## src/rtl/brconf_pkg.sv

```systemverilog
package brconf_pkg;
  typedef enum logic [1:0] {
    CTR_STRONG_NT = 2'b00,
    CTR_WEAK_NT   = 2'b01,
    CTR_WEAK_T    = 2'b10,
    CTR_STRONG_T  = 2'b11
  } ctr_e;

  function automatic logic ctr_is_weak(input logic [1:0] c);
    return (c == CTR_WEAK_NT) || (c == CTR_WEAK_T);
  endfunction
endpackage

```

## src/rtl/brconf_rst_sync.sv

```systemverilog
module brconf_rst_sync (
  input  logic clk,
  input  logic rst_n,
  output logic rst_n_sync
);
  logic [1:0] sync_q;
  logic [1:0] sync_d;

  always_comb sync_d = {sync_q[0], 1'b1};

  always_ff @(posedge clk or negedge rst_n) begin
    if (!rst_n) sync_q <= 2'b00;
    else        sync_q <= sync_d;
  end

  assign rst_n_sync = sync_q[1];
endmodule

```

## src/rtl/brconf_hist_tbl.sv

```systemverilog
module brconf_hist_tbl #(
  parameter int IDX_W  = 6,
  parameter int HIST_W = 8
) (
  input  logic              clk,
  input  logic              rst_n,
  input  logic              wr_en,
  input  logic [IDX_W-1:0]  wr_idx,
  input  logic              wr_bit,
  input  logic [IDX_W-1:0]  rd_idx,
  output logic [HIST_W-1:0] rd_data
);
  localparam int DEPTH = 1 << IDX_W;

  logic [HIST_W-1:0] hist_q [DEPTH];
  logic [HIST_W-1:0] hist_shifted;
  logic [DEPTH-1:0]  entry_en;

  always_comb hist_shifted = {hist_q[wr_idx][HIST_W-2:0], wr_bit};

  for (genvar gi = 0; gi < DEPTH; gi++) begin : g_entry
    always_comb entry_en[gi] = wr_en && (wr_idx == IDX_W'(gi));

    always_ff @(posedge clk or negedge rst_n) begin
      if (!rst_n)            hist_q[gi] <= '1;
      else if (entry_en[gi]) hist_q[gi] <= hist_shifted;
    end
  end

  assign rd_data = hist_q[rd_idx];

  AST_IDLE_HOLDS: assert property (@(posedge clk) disable iff (!rst_n)
    !wr_en |=> (rd_idx != $past(rd_idx)) || (rd_data == $past(rd_data)));

  AST_SHIFT_IN: assert property (@(posedge clk) disable iff (!rst_n)
    (wr_en && wr_idx == rd_idx) |=> (rd_idx != $past(rd_idx)) ||
      (rd_data == {$past(rd_data[HIST_W-2:0]), $past(wr_bit)}));

  AST_ONE_WRITE: assert property (@(posedge clk) disable iff (!rst_n)
    $onehot0(entry_en));
endmodule

```

## src/rtl/brconf_zcount.sv

```systemverilog
module brconf_zcount #(
  parameter int HIST_W = 8,
  parameter int CNT_W  = $clog2(HIST_W + 1)
) (
  input  logic [HIST_W-1:0] hist,
  output logic [CNT_W-1:0]  zeros
);
  always_comb begin
    zeros = '0;
    for (int i = 0; i < HIST_W; i++) begin
      zeros = zeros + {{(CNT_W-1){1'b0}}, ~hist[i]};
    end
  end

  always_comb begin
    AST_COUNT_RANGE: assert (zeros <= CNT_W'(HIST_W));
  end
endmodule

```

## src/rtl/brconf_decide.sv

```systemverilog
module brconf_decide
  import brconf_pkg::*;
#(
  parameter int CNT_W = 4
) (
  input  logic             mode_weak,
  input  logic [1:0]       ctr,
  input  logic [CNT_W-1:0] zeros,
  input  logic [CNT_W-1:0] thresh,
  output logic             high
);
  logic hist_high;
  logic weak_high;

  always_comb begin
    hist_high = (zeros <= thresh);
    weak_high = !ctr_is_weak(ctr);
    high      = mode_weak ? weak_high : hist_high;
  end
endmodule

```

## src/rtl/brconf_est.sv

```systemverilog
module brconf_est
  import brconf_pkg::*;
#(
  parameter int ADDR_W    = 32,
  parameter int IDX_W     = 6,
  parameter int HIST_W    = 8,
  parameter int ALIGN_LSB = 2,
  parameter int CNT_W     = $clog2(HIST_W + 1)
) (
  input  logic              clk,
  input  logic              rst_n,
  input  logic              mode_weak,
  input  logic [CNT_W-1:0]  thresh,
  input  logic [ADDR_W-1:0] lk_addr,
  input  logic [1:0]        lk_ctr,
  output logic              lk_high,
  output logic [CNT_W-1:0]  lk_zeros,
  input  logic              tr_valid,
  input  logic [ADDR_W-1:0] tr_addr,
  input  logic              tr_correct
);
  logic              rst_n_sync;
  logic [IDX_W-1:0]  lk_idx;
  logic [IDX_W-1:0]  tr_idx;
  logic [HIST_W-1:0] lk_hist;
  logic              unused_addr_bits;

  assign lk_idx = lk_addr[ALIGN_LSB +: IDX_W];
  assign tr_idx = tr_addr[ALIGN_LSB +: IDX_W];
  assign unused_addr_bits = ^{lk_addr, tr_addr};

  brconf_rst_sync u_rst (
    .clk        (clk),
    .rst_n      (rst_n),
    .rst_n_sync (rst_n_sync)
  );

  brconf_hist_tbl #(.IDX_W(IDX_W), .HIST_W(HIST_W)) u_tbl (
    .clk     (clk),
    .rst_n   (rst_n_sync),
    .wr_en   (tr_valid),
    .wr_idx  (tr_idx),
    .wr_bit  (tr_correct),
    .rd_idx  (lk_idx),
    .rd_data (lk_hist)
  );

  brconf_zcount #(.HIST_W(HIST_W), .CNT_W(CNT_W)) u_cnt (
    .hist  (lk_hist),
    .zeros (lk_zeros)
  );

  brconf_decide #(.CNT_W(CNT_W)) u_dec (
    .mode_weak (mode_weak),
    .ctr       (lk_ctr),
    .zeros     (lk_zeros),
    .thresh    (thresh),
    .high      (lk_high)
  );

  AST_THRESH_HIGH: assert property (@(posedge clk) disable iff (!rst_n_sync)
    (!mode_weak && lk_zeros <= thresh) |-> lk_high);

  AST_THRESH_LOW: assert property (@(posedge clk) disable iff (!rst_n_sync)
    (!mode_weak && lk_zeros > thresh) |-> !lk_high);

  AST_WEAK_LOW: assert property (@(posedge clk) disable iff (!rst_n_sync)
    (mode_weak && (lk_ctr == CTR_WEAK_NT || lk_ctr == CTR_WEAK_T)) |-> !lk_high);

  AST_STRONG_HIGH: assert property (@(posedge clk) disable iff (!rst_n_sync)
    (mode_weak && (lk_ctr == CTR_STRONG_NT || lk_ctr == CTR_STRONG_T)) |-> lk_high);

  AST_FRESH_FULL: assert property (@(posedge clk)
    $rose(rst_n_sync) |-> (lk_zeros == '0));
endmodule

```

## config.mk

```make
export PLATFORM = sky130hd
export DESIGN_NAME = brconf_est
export DESIGN_NICKNAME = d
export VERILOG_FILES = /design/src/rtl/brconf_pkg.sv /design/src/rtl/brconf_rst_sync.sv /design/src/rtl/brconf_hist_tbl.sv /design/src/rtl/brconf_zcount.sv /design/src/rtl/brconf_decide.sv /design/src/rtl/brconf_est.sv
export SDC_FILE = /design/constraint.sdc
export NUM_CORES = 1
export LEC_CHECK = 0
export ABC_CLOCK_PERIOD_IN_PS = 17700
export BUFFER_PORTS_ARGS = -buffer_cell sky130_fd_sc_hd__buf_2
export CAP_MARGIN = 10
export CELL_PAD_IN_SITES_DETAIL_PLACEMENT = 2
export CELL_PAD_IN_SITES_GLOBAL_PLACEMENT = 2
export CORE_AREA = 3 3 191 380
export DETAILED_ROUTE_END_ITERATION = 10
export DIE_AREA = 0 0 194 383
export GPL_ROUTABILITY_DRIVEN = 0
export PLACE_DENSITY = 0.76
export SLEW_MARGIN = 40
export SYNTH_ARGS = -nofsm -noshare
export SYNTH_HDL_FRONTEND = slang
export SYNTH_SLANG_ARGS = --single-unit
```

## constraint.sdc

```tcl
create_clock -name clk -period 17.7 [get_ports clk]
set_input_delay 1.77 -clock clk [delete_from_list [all_inputs] [get_ports clk]]
set_output_delay 1.77 -clock clk [all_outputs]
set_load 0.1 [all_outputs]
```

# Word-level counts from Yosys, hierarchy flattened
# Index checks and enable logic that the tools add are counted.
# classes
addsub	7
eq_ne	65
order_cmp	3
muxes	7
reduce_logical	67
bitwise_logic	10
# ops
op	n
equality test 6 bit, second input constant	32
binary-select mux 8 bit (select 6 bit)	2
equality test 6 x 5 -> 1 bit, second input constant	16
logical AND 1 bit	64
equality test 6 x 4 -> 1 bit, second input constant	8
adder 4 x 1 -> 4 bit	6
equality test 6 x 3 -> 1 bit, second input constant	4
2-to-1 mux 8 bit	2
>= comparator 7 bit, second input constant	2
2-to-1 mux 7 bit	2
inverter 6 -> 7 bit	2
equality test 6 x 2 -> 1 bit, second input constant	2
inverter 1 bit	8
equality test 6 x 1 -> 1 bit, second input constant	1
zero test 6 bit	1
<= comparator 4 bit	1
adder 1 x 1 -> 2 bit	1
equality test 2 x 1 -> 1 bit, second input constant	1
equality test 2 bit, second input constant	1
zero test 1 bit	1
logical OR 1 bit	1
2-to-1 mux 1 bit	1
# word_totals
reg_bits	514
elab_cells	224
out_inout_bits	5
inputBits	75

# Logic depth before layout (Yosys ltp)
# depth
depth_word	14
depth_mapped	24
depth_no_buf	20

# Modules after synthesis
# Synthesis repeated with hierarchy kept, for this count alone.
# unflattened
cells_unflattened	2275
area_unflattened_um2	27861.7
# modules_own_cells
mod	area_each_um2	n_inst	cells_each	seq_area_each_um2
brconf_hist_tbl	27525.1	1	2239	13452.9
brconf_zcount	167.7	1	18	0.0
brconf_decide	115.1	1	15	0.0
brconf_rst_sync	53.8	1	3	50.0

# Worst setup path before layout
# Ideal clock, no wire load.
# synth_timing
kind	input to output
from	in lk_addr[3]
to	out lk_high
setup_slack_ps	6885
cell_stages	21
arrival_time_ps	9045
n_path_buf	2
required_ps	15930
cell_sequence	buf_2 -> buf_2 -> mux4_2 -> mux4_2 -> nand2_1 -> o21ai_0 -> mux2i_1 -> ha_1 -> inv_1 -> fa_1 -> inv_1 -> fa_1 -> fa_1 -> inv_1 -> fa_1 -> xnor2_1 -> ha_1 -> o21a_1 -> o21ai_0 -> a211oi_1 -> a21oi_1
# synth_between
elab_chain_len	14
elab_cells_between_ends	21
classes_between	7 x add/sub; 1 x order compare; 4 x mux; 9 x bitwise
# synth_lines
item	line_no	rtl
start: declaration	brconf_est.sv:14	input logic [ADDR_W-1:0] lk_addr,
inverter 6 -> 7 bit (implied by the code) *	brconf_hist_tbl.sv:30	assign rd_data = hist_q[rd_idx];
binary-select mux 8 bit (select 6 bit) *	brconf_hist_tbl.sv:30	
2-to-1 mux 8 bit (implied by the code) * (2 in a row)	brconf_hist_tbl.sv:30	
inverter 1 bit	brconf_zcount.sv:11	zeros = zeros + {{(CNT_W-1){1'b0}}, ~hist[i]};
adder 1 x 1 -> 2 bit	brconf_zcount.sv:11	
adder 4 x 1 -> 4 bit (5 in a row)	brconf_zcount.sv:11	
adder 4 x 1 -> 4 bit *	brconf_zcount.sv:11	
via lk_zeros[2]	brconf_est.sv:17	output logic [CNT_W-1:0] lk_zeros,
<= comparator 4 bit *	brconf_decide.sv:16	hist_high = (zeros <= thresh);
2-to-1 mux 1 bit *	brconf_decide.sv:18	high = mode_weak ? weak_high : hist_high;
end: declaration	brconf_est.sv:16	output logic lk_high,
# The timed path passes the listed nets; every way through them passes the cells marked *. The select of a mux whose other input is x is not followed.

# Worst setup path after layout
# layout_timing
from	in lk_addr[2]
to	out lk_high
# layout_between
elab_chain_len	14
elab_cells_between_ends	21
classes_between	7 x add/sub; 1 x order compare; 4 x mux; 9 x bitwise
# layout_lines
item	line_no
inverter 6 -> 7 bit (implied by the code) *	brconf_hist_tbl.sv:30
binary-select mux 8 bit (select 6 bit) *	brconf_hist_tbl.sv:30
2-to-1 mux 8 bit (implied by the code) * (2 in a row)	brconf_hist_tbl.sv:30
inverter 1 bit	brconf_zcount.sv:11
adder 1 x 1 -> 2 bit	brconf_zcount.sv:11
adder 4 x 1 -> 4 bit (5 in a row)	brconf_zcount.sv:11
adder 4 x 1 -> 4 bit *	brconf_zcount.sv:11
<= comparator 4 bit *	brconf_decide.sv:16
2-to-1 mux 1 bit *	brconf_decide.sv:18
# Mark *: on every way between the ends. The rest lies on a longest branch, timed or not. The select of a mux whose other input is x is not followed.

==> results.md <==
Yosys:
- The share of synthesized cell area in and, or, nand and nor gates is 0.0714.
- Synthesis produced 2262 cells.
- The most frequently used flop master after synthesis is sky130_fd_sc_hd__dfstp_2.
- In this run, synthesis produced a sequential element count of 514.
- The post-synthesis adder-cell area fraction is 0.00600.
- The compound-cell area share of the yosys netlist is 0.0884.
- The post-synthesis cell type with the largest combined area is sky130_fd_sc_hd__dfstp_2.
- The largest family of logic cells by synthesized area is multiplexers.
- The distinct cell type count of the synthesized netlist is a little over 60.
- After synthesis, the cell types taking the most area are sky130_fd_sc_hd__dfstp_2 48%, sky130_fd_sc_hd__mux2_2 12%, sky130_fd_sc_hd__mux4_2 10%, sky130_fd_sc_hd__mux2i_1 9.1%, sky130_fd_sc_hd__nand2_1 3.0%.
- The XOR/XNOR share of the synthesized area is 0.000627.
- In this run, synthesis inferred 0 flip-flops with an integrated enable.
- The total nets after synthesis is 2348.
- The Yosys step of the flow raised 0 warnings.
- The share of flip-flops with an asynchronous set or reset after synthesis is 1.00.
- In this run the cell area of the synthesized design comes to 27900 um^2.
- Of the post-synthesis cell area, the part taken by muxes is 0.311.
- A synthesized cell averages 12.3 um^2.
- Of the synthesized area, sequential elements account for 0.483.
- The proportion of netlist area held by the largest area contributor is 0.482.

Timing:
- The tightest hold path in the finished design has a slack of 359 ps.
- Dividing the final minimum period by the clock period gives 0.559.
- The count of final hold-check violations is 0.
- The relative slew slack is 0.398.
- The max-slew violation count is 0.
- Across the routed clock network, the largest skew measured is 24.4 ps.
- The clock period minus worst slack is 9900 ps.
- The maximum frequency from static timing analysis is 0.101 GHz.
- The pin slew with the least headroom to its limit is a little under 900 ps.
- Setup violations remaining at the end of the flow were counted as 0.
- Setup repair after global routing left no endpoint under its margin.
- The aggregate negative setup slack is 0 ps.

Critical path:
- The worst setup path is captured at an output pin.
- The worst setup path is of the in2out kind.
- The largest fanout on the critical path is 66.
- The delay of the slowest critical-path stage is about 580 ps.
- The slowest stage of the critical path is the sky130_fd_sc_hd__mux4_2 cell.
- In this run the register-to-register setup slack is 14940 ps.
- The data arrival time of the critical path is 8130 ps.
- Traced cell by cell, the critical path runs through clkbuf_8 > buf_12 > mux4_2 > mux2i_1 > a22oi_1 > and3_1 > a21oi_1 > ha_1 > inv_1 > fa_1 > inv_1 > fa_1 > fa_1 > inv_1 > fa_1 > inv_1 > ha_1 > nor2b_1 > o21a_1 > o21ai_0 > a211oi_1 > a21oi_1 > buf_2.
- The category of the worst setup path launch point is an input port.
- The sum of buffers and inverters on the critical path is 7.
- The data required time at the worst endpoint is 15930 ps.
- The cell type group with the largest total delay on the critical path is adder cells.

Clocking:
- The number of CTS-inserted buffers is 49.
- The post-cts resize count is 0.
- The largest buffer count on any clock path is 3.
- Hold repair after CTS inserted 0 buffers.
- The clock drives 514 sinks.
- The root buffer cell chosen for the clock tree is sky130_fd_sc_hd__clkbuf_16.
- The CTS clock-pin slew for the worst setup and hold paths is 60 ps.
- The setup fix buffers added after clock tree synthesis is 0.
- TritonCTS built the clock tree.
- The level count of the clock H-tree is 2.
- The clock latency reported for the late side of the worst-skew pair is around 600 ps.

Route:
- Once detail routing completed, the nets flagged for antenna violations numbered 0.
- After detailed routing, the number of remaining DRC violations is 0.
- Using the TritonRoute via totals, the vias-per-cell ratio works out to 6.17.
- The vias after detailed routing is 19300.
- For this block, the routed nets add up to between 100000 and 150000 um of wire.
- After detailed routing, the average wire length per cell comes to 32.2 um.
- For this block, the initial DRC count from the detailed router was 982.
- The first detailed-routing pass ran for 5 iterations.

Status:
- The run finished with clean final reports.

Layout:
- The count of placed standard cells in the final layout, fillers left out is 3128.
- The library cells used most frequently in the layout, excluding fill and tap cells, are 512 x sky130_fd_sc_hd__dfstp_2, 290 x sky130_fd_sc_hd__mux2_2, 254 x sky130_fd_sc_hd__mux2i_1, 222 x sky130_fd_sc_hd__nand2_1, 128 x sky130_fd_sc_hd__mux4_2.
- From synthesis to final layout, the design area changed by 8.62%.
- Leaving out fill and tap cells, the most frequent cell in the layout is sky130_fd_sc_hd__dfstp_2.
- The share of post-route cells with drive strength above 1 is 0.504.
- After routing the design area is 30300 um^2.
- For this run, the post-layout net count is 2277.

Global route:
- For this run, the total global-route usage over all layers was measured as 0.270.
- The number of global-route vias before repair is 22300.
- The remaining global-route overflow is 0.
- The first-pass GRT wire length is 152000 um.
- Entering global routing, the biggest net connects 110 pins.
- The number of antenna violations at the first check in global routing is 1.

Die:
- The height of the die is 383 um.
- Row generation in the floorplan step produced 137 rows.
- The number of top-level design ports is 80.
- The die area is about 74000 um^2.
- The horizontal die dimension is 194 um.
- The starting density of the core is 0.399.
- The placeable core area is approximately 70000 um^2.

Placed design:
- The standard cell area after detailed placement is 28700 um^2.
- The number of port buffers is 27.
- The number of placed instances, taps included is 3041.
- The placed wire-length estimate after detailed placement is 67700 um.

Hold path:
- The worst hold path belongs to the class reg2reg.

Power and ir drop:
- The areal power density over the cells is between 100 and 150 nW/um^2.
- The total design power is between 3000 and 4000 uW.
- The standby leakage power is 0.0118 uW.
- Across the VDD grid, the largest voltage drop is 0.116 mV.

Run:
- The total of max-cap violations is 0.
==> cell type report <==
| class | instances | area (um^2) |
|---|---|---|
| Antenna cell | 1 | 2.50 |
| Tap cell | 903 | 1130 |
| Sequential cell | 514 | 13500 |
| Multi-Input combinational cell | 1539 | 13400 |
| Inverter | 14 | 52.6 |
| Fill cell | 6996 | 39600 |
| Clock buffer | 68 | 1400 |
| Clock inverter | 16 | 191 |
| Timing Repair Buffer | 73 | 654 |
==> registers in the layout, summed over array words and instances (netlist names) <==
| signal | count |
|---|---|
| u_rst.sync_q | 2 |
| u_tbl.hist_q | 512 |
==> metal layers <==
layer | share of wire | track usage | wire length (um) | vias up
met5 | 0 | 0 | 0 | -
met4 | 0.078 | 0.169 | 7840 | 0
met3 | 0.032 | 0.0261 | 3210 | 226
met2 | 0.54 | 0.504 | 54000 | 456
met1 | 0.35 | 0.290 | 35600 | 10400
li1 | - | - | - | 8196
==> final timing paths <==
path | startpoint | end | cells past startpoint
max in group asynchronous | u_rst.sync_q[1] | u_tbl.hist_q[137] | 3
min | u_rst.sync_q[0] | u_rst.sync_q[1] | 0
min in group asynchronous | u_rst.sync_q[1] | u_tbl.hist_q[313] | 0
max reg2reg | u_tbl.hist_q[384] | u_tbl.hist_q[393] | 6
min reg2reg | u_rst.sync_q[0] | u_rst.sync_q[1] | 0
max | lk_addr[2] | lk_high | 23
==> cell families after synthesis <==
group	count (synthesis)
muxes	672
DFF	514
and+or+nand+nor	442
AOI/OAI and AO/OA	411
buffers and inverters	209
adders and majority gates	11
xor gates and xnor gates	2
other	1
==> report_power, final <==
group | total [uW] | switching (uW) | leakage [uW] | internal [uW]
registers | 1550 | 121 | 0.00534 | 1430
logic | 649 | 391 | 0.00565 | 257
clock network | 1090 | 482 | 0.000784 | 608
total | 3290 | 995 | 0.0118 | 2300
==> cells in the mapped netlist (3+ instances only) <==
library cell	instances
sky130_fd_sc_hd__dfstp_2	512
sky130_fd_sc_hd__mux2_2	290
sky130_fd_sc_hd__mux2i_1	254
sky130_fd_sc_hd__nand2_1	222
sky130_fd_sc_hd__mux4_2	128
sky130_fd_sc_hd__o21ai_0	128
sky130_fd_sc_hd__a22oi_1	104
sky130_fd_sc_hd__nor2_1	88
sky130_fd_sc_hd__a21oi_1	87
sky130_fd_sc_hd__buf_2	85
sky130_fd_sc_hd__clkbuf_1	56
sky130_fd_sc_hd__nand3_1	45
sky130_fd_sc_hd__o21ai_1	39
sky130_fd_sc_hd__buf_4	25
sky130_fd_sc_hd__nand4_1	21
sky130_fd_sc_hd__inv_1	14
sky130_fd_sc_hd__clkbuf_2	12
sky130_fd_sc_hd__nor2_2	12
sky130_fd_sc_hd__o22ai_1	12
sky130_fd_sc_hd__nor2b_1	10
sky130_fd_sc_hd__a21oi_2	9
sky130_fd_sc_hd__o221ai_1	9
sky130_fd_sc_hd__buf_6	8
sky130_fd_sc_hd__a211oi_1	7
sky130_fd_sc_hd__and4_1	7
sky130_fd_sc_hd__buf_1	7
sky130_fd_sc_hd__ha_1	7
sky130_fd_sc_hd__nand2b_1	7
sky130_fd_sc_hd__a221oi_1	6
sky130_fd_sc_hd__fa_1	4
sky130_fd_sc_hd__or2_2	4
sky130_fd_sc_hd__a22o_1	3
sky130_fd_sc_hd__and2_1	3
sky130_fd_sc_hd__nor3_1	3
sky130_fd_sc_hd__nor3_2	3
==> worst register-to-register path: cells and delay by family (launching register included) <==
| family | cells | cell delay [ps] |
|---|---|---|
| simple gates | 2 | 1150 |
| mux | 2 | 340 |
| flops | 1 | 560 |
| buf+inv | 1 | 390 |
| compound gates | 1 | 240 |
==> metrics by stage <==
step	util	setup WS, ps
final	0.434	7800
after floorplan	-	6880
after CTS	0.433	7770
after global routing	0.434	7450
after global placement	0.409	7870
after detailed placement	0.410	7780
Note: power is estimated with default switching activity, not from simulation.
